`config.mk`:
```
export PLATFORM = sky130hd
export DESIGN_NAME = barrier_sleep_unit
export DESIGN_NICKNAME = d
export VERILOG_FILES = /design/src/rtl/barrier_pkg.sv /design/src/rtl/outstanding_ctr.sv /design/src/rtl/barrier_track.sv /design/src/rtl/barrier_seq.sv /design/src/rtl/barrier_sleep_unit.sv
export SDC_FILE = /design/constraint.sdc
export NUM_CORES = 1
export LEC_CHECK = 0
export ABC_AREA = 1
export BUFFER_PORTS_ARGS = -buffer_cell sky130_fd_sc_hd__buf_2
export CAP_MARGIN = 20
export CELL_PAD_IN_SITES_DETAIL_PLACEMENT = 1
export CELL_PAD_IN_SITES_GLOBAL_PLACEMENT = 1
export CORE_MARGIN = 8
export CORE_UTILIZATION = 32
export DETAILED_ROUTE_END_ITERATION = 7
export PLACE_DENSITY_LB_ADDON = 0.15
export SYNTH_ARGS = -nofsm -noshare
export SYNTH_HDL_FRONTEND = slang
export SYNTH_SLANG_ARGS = --single-unit
```
`constraint.sdc`:
```
create_clock -name clk -period 2.8 [get_ports clk]
set_clock_uncertainty 0.1 [all_clocks]
set_input_delay 0.28 -clock clk [delete_from_list [all_inputs] [get_ports clk]]
set_output_delay 0.28 -clock clk [all_outputs]
set_load 0.005 [all_outputs]
```
`src/rtl/barrier_pkg.sv`:
```
package barrier_pkg;
  localparam logic [5:0]  OPCODE_BITS = 6'b101110;
  localparam logic [20:0] TAIL_BITS   = 21'h020004;
  localparam logic [4:0]  PRIV_CAUSE  = 5'd7;

  typedef enum logic [2:0] {
    ST_IDLE,
    ST_DRAIN,
    ST_FLUSH,
    ST_SLEEP,
    ST_DONE
  } seqState_t;

  // strobes from the sequencer to the tracking datapath
  typedef struct packed {
    logic latchCmd;
    logic releaseCmd;
  } ctlStrobe_t;

  typedef struct packed {
    logic waitI;
    logic waitD;
    logic sleep;
  } barrierCmd_t;
endpackage

```
`src/rtl/outstanding_ctr.sv`:
```
module outstanding_ctr #(
  parameter int CNT_W = 4
) (
  input  logic clk,
  input  logic rstN,
  input  logic reqAccept,
  input  logic respDone,
  output logic isZero
);
  localparam logic [CNT_W-1:0] CNT_MAX = '1;

  logic [CNT_W-1:0] count;

  always_ff @(posedge clk) begin
    if (!rstN) begin
      count <= '0;
    end else begin
      unique case ({reqAccept, respDone})
        2'b10:   if (count != CNT_MAX) count <= count + 1'b1;
        2'b01:   if (count != '0)      count <= count - 1'b1;
        default: count <= count;
      endcase
    end
  end

  assign isZero = (count == '0);
endmodule

```
`src/rtl/barrier_track.sv`:
```
module barrier_track
  import barrier_pkg::*;
#(
  parameter int CNT_W = 4
) (
  input  logic        clk,
  input  logic        rstN,
  input  logic [31:0] instrWord,
  input  logic        iReqAccept,
  input  logic        iRespDone,
  input  logic        dReqAccept,
  input  logic        dRespDone,
  input  ctlStrobe_t  strobe,
  output logic        decHit,
  output logic        freshWaitI,
  output logic        freshSleep,
  output logic        freshDrained,
  output logic        heldWaitI,
  output logic        heldSleep,
  output logic        heldDrained
);
  localparam int SIDES = 2;

  logic [SIDES-1:0] sideAcc;
  logic [SIDES-1:0] sideDone;
  logic [SIDES-1:0] sideZero;
  logic [4:0]       immField;
  barrierCmd_t      freshCmd;
  barrierCmd_t      heldCmd;

  assign sideAcc  = {dReqAccept, iReqAccept};
  assign sideDone = {dRespDone, iRespDone};

  for (genvar s = 0; s < SIDES; s++) begin : g_side
    outstanding_ctr #(.CNT_W(CNT_W)) u_ctr (
      .clk      (clk),
      .rstN     (rstN),
      .reqAccept(sideAcc[s]),
      .respDone (sideDone[s]),
      .isZero   (sideZero[s])
    );
  end

  // decode of the fixed fields and the immediate
  assign immField = instrWord[25:21];
  assign decHit   = (instrWord[31:26] == OPCODE_BITS) && (instrWord[20:0] == TAIL_BITS);

  always_comb begin
    freshCmd.waitI = ~immField[0];
    freshCmd.waitD = ~immField[1];
    freshCmd.sleep = immField[4];
  end

  function automatic logic drainedFor(barrierCmd_t c, logic [SIDES-1:0] z);
    logic needI;
    logic needD;
    needI = c.waitI | c.sleep;
    needD = c.waitD | c.sleep;
    return (~needI | z[0]) & (~needD | z[1]);
  endfunction

  always_ff @(posedge clk) begin
    if (!rstN) begin
      heldCmd <= '0;
    end else if (strobe.latchCmd) begin
      heldCmd <= freshCmd;
    end else if (strobe.releaseCmd) begin
      heldCmd <= '0;
    end
  end

  assign freshWaitI   = freshCmd.waitI;
  assign freshSleep   = freshCmd.sleep;
  assign freshDrained = drainedFor(freshCmd, sideZero);
  assign heldWaitI    = heldCmd.waitI;
  assign heldSleep    = heldCmd.sleep;
  assign heldDrained  = drainedFor(heldCmd, sideZero);
endmodule

```
`src/rtl/barrier_seq.sv`:
```
module barrier_seq
  import barrier_pkg::*;
#(
  parameter bit MMU_ON = 1'b1,
  parameter int WAKE_W = 2
) (
  input  logic              clk,
  input  logic              rstN,
  input  logic              issueValid,
  input  logic              prevWasPrefix,
  input  logic              inDelaySlot,
  input  logic              userMode,
  input  logic [WAKE_W-1:0] wakeVec,
  input  logic              decHit,
  input  logic              freshWaitI,
  input  logic              freshSleep,
  input  logic              freshDrained,
  input  logic              heldWaitI,
  input  logic              heldSleep,
  input  logic              heldDrained,
  output ctlStrobe_t        strobe,
  output logic              stallOut,
  output logic              flushOut,
  output logic              excReq,
  output logic [4:0]        excCause,
  output logic              pcAdvance,
  output logic              sleepOut,
  output logic              illegalUse
);
  seqState_t state;
  seqState_t stateNext;
  logic      take;
  logic      badPlace;
  logic      privFault;
  logic      goExec;
  logic      wakeSeen;

  assign take      = (state == ST_IDLE) && issueValid && decHit;
  assign badPlace  = take && (prevWasPrefix || inDelaySlot);
  assign privFault = take && !badPlace && MMU_ON && freshSleep && userMode;
  assign goExec    = take && !badPlace && !privFault;
  assign wakeSeen  = |wakeVec;

  function automatic seqState_t afterDrain(logic wantFlush, logic wantSleep);
    if (wantFlush)      return ST_FLUSH;
    else if (wantSleep) return ST_SLEEP;
    else                return ST_DONE;
  endfunction

  always_comb begin
    stateNext = state;
    unique case (state)
      ST_IDLE:
        if (goExec) stateNext = freshDrained ? afterDrain(freshWaitI, freshSleep) : ST_DRAIN;
      ST_DRAIN:
        if (heldDrained) stateNext = afterDrain(heldWaitI, heldSleep);
      ST_FLUSH:
        stateNext = heldSleep ? ST_SLEEP : ST_DONE;
      ST_SLEEP:
        if (wakeSeen) stateNext = ST_DONE;
      ST_DONE:
        stateNext = ST_IDLE;
      default:
        stateNext = ST_IDLE;
    endcase
  end

  always_ff @(posedge clk) begin
    if (!rstN) state <= ST_IDLE;
    else       state <= stateNext;
  end

  always_comb begin
    strobe.latchCmd   = goExec;
    strobe.releaseCmd = (state == ST_DONE);
  end

  assign stallOut   = (state == ST_DRAIN) || (state == ST_FLUSH) || (state == ST_SLEEP);
  assign flushOut   = (state == ST_FLUSH);
  assign sleepOut   = (state == ST_SLEEP) && !wakeSeen;
  assign pcAdvance  = (state == ST_DONE);
  assign excReq     = privFault;
  assign excCause   = privFault ? PRIV_CAUSE : 5'd0;
  assign illegalUse = badPlace;
endmodule

```
`src/rtl/barrier_sleep_unit.sv`:
```
module barrier_sleep_unit
  import barrier_pkg::*;
#(
  parameter bit MMU_ON = 1'b1,
  parameter int CNT_W  = 4,
  parameter int WAKE_W = 2
) (
  input  logic              clk,
  input  logic              rstN,
  input  logic              issueValid,
  input  logic [31:0]       instrWord,
  input  logic              prevWasPrefix,
  input  logic              inDelaySlot,
  input  logic              userMode,
  input  logic              iReqAccept,
  input  logic              iRespDone,
  input  logic              dReqAccept,
  input  logic              dRespDone,
  input  logic [WAKE_W-1:0] wakeVec,
  output logic              stallOut,
  output logic              flushOut,
  output logic              excReq,
  output logic [4:0]        excCause,
  output logic              pcAdvance,
  output logic              sleepOut,
  output logic              illegalUse
);
  ctlStrobe_t strobe;
  logic decHit;
  logic freshWaitI;
  logic freshSleep;
  logic freshDrained;
  logic heldWaitI;
  logic heldSleep;
  logic heldDrained;

  barrier_track #(.CNT_W(CNT_W)) u_track (
    .clk         (clk),
    .rstN        (rstN),
    .instrWord   (instrWord),
    .iReqAccept  (iReqAccept),
    .iRespDone   (iRespDone),
    .dReqAccept  (dReqAccept),
    .dRespDone   (dRespDone),
    .strobe      (strobe),
    .decHit      (decHit),
    .freshWaitI  (freshWaitI),
    .freshSleep  (freshSleep),
    .freshDrained(freshDrained),
    .heldWaitI   (heldWaitI),
    .heldSleep   (heldSleep),
    .heldDrained (heldDrained)
  );

  barrier_seq #(.MMU_ON(MMU_ON), .WAKE_W(WAKE_W)) u_seq (
    .clk          (clk),
    .rstN         (rstN),
    .issueValid   (issueValid),
    .prevWasPrefix(prevWasPrefix),
    .inDelaySlot  (inDelaySlot),
    .userMode     (userMode),
    .wakeVec      (wakeVec),
    .decHit       (decHit),
    .freshWaitI   (freshWaitI),
    .freshSleep   (freshSleep),
    .freshDrained (freshDrained),
    .heldWaitI    (heldWaitI),
    .heldSleep    (heldSleep),
    .heldDrained  (heldDrained),
    .strobe       (strobe),
    .stallOut     (stallOut),
    .flushOut     (flushOut),
    .excReq       (excReq),
    .excCause     (excCause),
    .pcAdvance    (pcAdvance),
    .sleepOut     (sleepOut),
    .illegalUse   (illegalUse)
  );
endmodule

```
# [Yosys cells after proc, flatten, opt, wreduce, memory -nomap -nowiden]
# Index checks and enable logic that the tools add are counted.
[classes] n_addsub=4 eq_ne=19 n_mux=18 bitwise_logic=16 n_reduce_logical=27
[op_table] op="$mux 3" n=11
[op_table] op="$eq 21x18->1 const B" n=1
[op_table] op="$mux 4" n=4
[op_table] op="$pmux 4 s2" n=2
[op_table] op="$pmux 3 s4" n=1
[op_table] op="$ne 2x2->1 const B" n=5
[op_table] op="$logic_and 1x1->1" n=9
[op_table] op="$reduce_and 3->1" n=3
[op_table] op="$add 4x1->4 const B" n=2
[op_table] op="$logic_not 4->1" n=2
[op_table] op="$ne 4x4->1 const B" n=2
[op_table] op="$or 1x1->1" n=8
[op_table] op="$reduce_bool 4->1" n=2
[op_table] op="$sub 4x1->4 const B" n=2
[op_table] op="$eq 3x2->1 const B" n=2
[op_table] op="$eq 6x6->1 const B" n=1
[op_table] op="$not 1->1" n=6
[op_table] op="$reduce_bool 2->1" n=3
[op_table] op="$eq 2x1->1 const B" n=2
[op_table] op="$eq 2x2->1 const B" n=2
[op_table] op="$ne 2x1->1 const B" n=2
[op_table] op="$eq 3x1->1 const B" n=1
[op_table] op="$eq 3x3->1 const B" n=1
[op_table] op="$logic_not 1->1" n=3
[op_table] op="other kinds (4)" n=7
[totals] regBits=14 in_bits=44 out_inout_bits=11 wordCells=90

# [Longest topological paths before layout]
[logic_depth] word_depth=12 mapped_depth=11 mapped_depth_nobuf=11

# [Cells and area by module]
# From an unflattened synthesis, not the netlist that was laid out.
[unflattened] hier_cells=220 area_unflattened_um2=1273.7
[modules_own_cells] mod="outstanding_ctr" n_inst=2 cells_per_inst=51 area_per_inst_um2=310.3 seq_area_each_um2=80.1
[modules_own_cells] mod="barrier_seq" n_inst=1 cells_per_inst=63 area_per_inst_um2=372.9 seq_area_each_um2=60.1
[modules_own_cells] mod="barrier_track" n_inst=1 cells_per_inst=55 area_per_inst_um2=280.3 seq_area_each_um2=60.1

# [Worst setup path before layout]
# Ideal clock, no wire load.
[synth_timing] path_type="register to output" startpoint="register u_seq.state[1]" endpoint="output port excCause[0]" arrival_time_ps=1395 required_ps=2420 setup_slack_ps=1025 stages_incl_launch_ff=9 path_buffers=1 cell_sequence="dfxtp_1 -> nor2_2 -> nand2_2 -> inv_1 -> nand4_1 -> nor2_1 -> nand2_1 -> nor3_1 -> buf_4"
[synth_via] elab_chain_cells=9
[synth_rtl] item="start, declared" line="barrier_seq.sv:30" source="seqState_t state;"
[synth_rtl] item="start signal, assigned" line="barrier_seq.sv:70" source="else state <= stateNext;"
[synth_rtl] item="$logic_not 3->1 (*)" line="barrier_seq.sv:38" source="assign take = (state == ST_IDLE) && issueValid && decHit;"
[synth_rtl] item="$logic_and 1x1->1 (*) (2 in series)" line="barrier_seq.sv:38"
[synth_rtl] item="$logic_and 1x1->1" line="barrier_seq.sv:39" source="assign badPlace = take && (prevWasPrefix || inDelaySlot);"
[synth_rtl] item="$logic_not 1->1" line="barrier_seq.sv:40" source="assign privFault = take && !badPlace && MMU_ON && freshSleep && userMode;"
[synth_rtl] item="$logic_and 1x1->1 (*) (3 in series)" line="barrier_seq.sv:40"
[synth_rtl] item="net excReq" line="barrier_sleep_unit.sv:22" source="output logic excReq,"
[synth_rtl] item="$mux 3 (*)" line="barrier_seq.sv:83" source="assign excCause = privFault ? PRIV_CAUSE : 5'd0;"
[synth_rtl] item="end, declared" line="barrier_sleep_unit.sv:23" source="output logic [4:0] excCause,"
# Mark *: on every way through the listed nets, which the timed path passes. The rest lies on a longest branch.

# [Worst setup path in the final report]
[layout_timing] startpoint="register u_seq.state[1]" endpoint="output port excReq"
[layout_via] elab_chain_cells=8
[layout_rtl] item="$logic_not 3->1 (*)" line="barrier_seq.sv:38"
[layout_rtl] item="$logic_and 1x1->1 (*) (2 in series)" line="barrier_seq.sv:38"
[layout_rtl] item="$logic_and 1x1->1" line="barrier_seq.sv:39"
[layout_rtl] item="$logic_not 1->1" line="barrier_seq.sv:40"
[layout_rtl] item="$logic_and 1x1->1 (*) (3 in series)" line="barrier_seq.sv:40"
[layout_rtl] item="end, declared" line="barrier_sleep_unit.sv:22"
# Mark *: on every way between the ends. The rest lies on a longest branch, timed or not.

==> impl_results.md <==
- Status: finished, final reports clean
- FMAX: 0.481 GHz
- CP arrival: 1.70 ns
- Routed len/inst: 11.4 um
- Max rail drop VDD: 0.000143 V
- Setup CP Type: flip-flop to output port
- Gr usage total: 11.9%
- Crit end category: output port
- Setup TNS: 0 ns
- Nets: 307
- CTS tree: built
- Area leader, netlist: dfxtp_1
- Final hold slack: 0.229 ns
- Worst-path clk slew: 0.06 ns
- Post-CTS setup buffer count: 0
- CTS Buf Count: 3
- Die X: 77.5 um
- Syn-to-layout area delta: 27.4%
- DRC Markers: 0
- # rows: 22
- Post-Place Setup Slack: 0.967 ns
- # IOs: 55
- Clock sink total: 14
- Clk_lat worst skew: 0.24 ns
- GR peak layer: met2
- ANT cells: 0
- Clock power frac: 30.9%
- Global-route wire length before repair: 6.11 mm
- LEAKAGE: 0.813 nW
- GR Util met3: 2.65%
- Hold Path Class: primary input to flip-flop
- Met1 usage: 13.7%
- Post-synthesis sequential area ratio: 23.2%
- Initial Utilization: 33.3%
- HPWL after DPL: 3.04 mm
- Min Tclk post-route: 2.08 ns
- Number of H-tree levels: 1
- Die area: 6000 sq um
- Detailed-route via count: 1393
- Seq pwr share: 36.9%
- Fraction of layout instances using a drive strength above 1: 23.4%
- Slew Viols, Final: 0
- CP required: 2.42 ns
- Root buf cell: clkbuf_8
- Sw Ratio: 33.7%
- DR iter-0 viols: 34
- Max cap viols: 0
- CORE AREA: 3630 sq um
- Via-per-instance ratio: 4.58
- #FFs+latches synth: 14
- WL final: 3.47 mm
- Power per cell area: 416 nW/um^2
- Min-delay src: instrWord[22]
- # resized after CTS: 0
- Clock tree buffer depth: 2
- Syn Std Cell Area: 1210 sq um
- Total grt overflow: 0
- Vias in the first global route: 1509
- Hold Buf Count CTS: 0
- Port bufs: 50
- Pin count of the biggest net entering global routing: 9
- Highest fanout seen on the critical path: 4
- Cells after synthesis: 206
- Comb power frac: 32.1%
- Antenna violations before repair: 0
- Critical path origin: u_seq.state[1]
- Worst flop-to-flop path startpoint: u_seq.state[1]
- Met2 global-route usage: 20.7%
- CP Launch Type: flip-flop
- Yosys warns: 0
- Drt first pass iters: 2
- Routability Congestion: 0.771
- RSZ-0062 raised after global routing: no
- Switching power: 0.000216 W
- Final hold violation count: 0
- Top cell type's share of synthesized area: 23.2%
- Tcrit/Tclk final: 74.2%
- Worst setup margin: 0.722 ns
- Chip height: 77.5 um
- Syn_area_per_cell: 5.87 sq um
- Setup Viol. Count Final: 0
- Internal cell power: 0.000425 W
- Remaining antenna violation count: 0
- Area contributors post-synth: dfxtp_1 23%, nor2_1 14%, nand2_1 14%, inv_1 10%, a21oi_1 5.4%
- Yosys cell types: 23
==> synth_stat cells, drive strengths merged <==
master   n
a21oi   13
a221oi   1
o211ai   2
nand2   45
xor2     2
inv     33
nand4    9
a211oi   2
dfxtp   14
buf      5
nor3     3
o21ai    7
nand3   11
nor2    47
or2      4
nand3b   1
fa       2
conb     1
ha       4
==> cell usage in the layout, fill, tap and decap left out <==
| master | count |
|---|---|
| a211oi_1 | 2 |
| a21oi_1 | 13 |
| a221oi_1 | 1 |
| buf_2 | 50 |
| clkbuf_8 | 4 |
| conb_1 | 2 |
| dfxtp_1 | 14 |
| fa_1 | 2 |
| ha_1 | 4 |
| inv_1 | 33 |
| nand2_1 | 44 |
| nand2_2 | 1 |
| nand3_1 | 11 |
| nand3b_1 | 1 |
| nand4_1 | 9 |
| nor2_1 | 45 |
| nor2_2 | 2 |
| nor3_1 | 3 |
| o211ai_1 | 1 |
| o211ai_2 | 1 |
| o21ai_0 | 7 |
| or2_0 | 2 |
| or2_2 | 2 |
| xor2_1 | 2 |
==> power by group through the flow <==
stage	Combinational (W)	Sequential, W	Clock, W
global route	0.000241	0.000240	0.000212
detailed placement	0.000209	0.000241	0
global placement	0.000205	0.000241	0
CTS	0.000210	0.000237	0.000203
finish	0.000206	0.000237	0.000198
floorplan	0.000138	0.000235	0
==> flip-flops by register name, indices dropped and copies added, names as in the netlist <==
signal / cells
u_track.heldWaitI: 1
u_track.heldSleep: 1
u_track.g_side.u_ctr.count: 8
u_track.heldCmd: 1
u_seq.state: 3
==> critical path: stages (launching register included) <==
cell,delay (ns)
dfxtp_1,0.33
nor2_2,0.16
nand2_2,0.08
inv_1,0.11
nand4_1,0.12
nor2_1,0.15
nand2_1,0.07
nor3_1,0.25
buf_2,0.18
==> worst paths after layout <==
path,to,slack [ns],cells after the start
max,excReq,0.72,8
min,u_track.heldCmd[1],0.23,3
max reg2reg,u_seq.state[1],1.18,10
min reg2reg,u_track.heldCmd[1],0.40,2
==> logic make-up after synthesis <==
kind of cell | synth area share, %
compound gates | 11.9
xor+xnor | 1.45
fa+ha+maj | 7.45
buf+inv | 13.4
flops | 23.2
other cells | 0.310
simple gates | 42.3
==> metrics by stage <==
stage / utilization (%) / cells / power (W) / instance area (sq um)
6_report: 42.4 / 304 / 0.000641 / 1540
5_1_grt: 42.4 / 304 / 0.000693 / 1540
4_1_cts: 42.4 / 304 / 0.000650 / 1540
3_5_place_dp: 40.9 / 300 / 0.000450 / 1490
3_3_place_gp: 40.9 / 300 / 0.000446 / 1490
2_1_floorplan: - / 207 / 0.000373 / 1210
==> cell type report <==
type,count,area [sq um]
Clock buffer,4,55.1
Fill cell,542,2090
Inverter,33,124
Multi-Input combinational cell,155,771
Sequential cell,14,280
Tap cell,48,60.1
Timing Repair Buffer,50,250
==> metal layers <==
layer,part of all wire [%],vias up
li1,-,747
met1,46,609
met2,47,33
met3,5.2,4
met4,1.7,0
met5,0,-
Power figures use the tool's default switching activity.
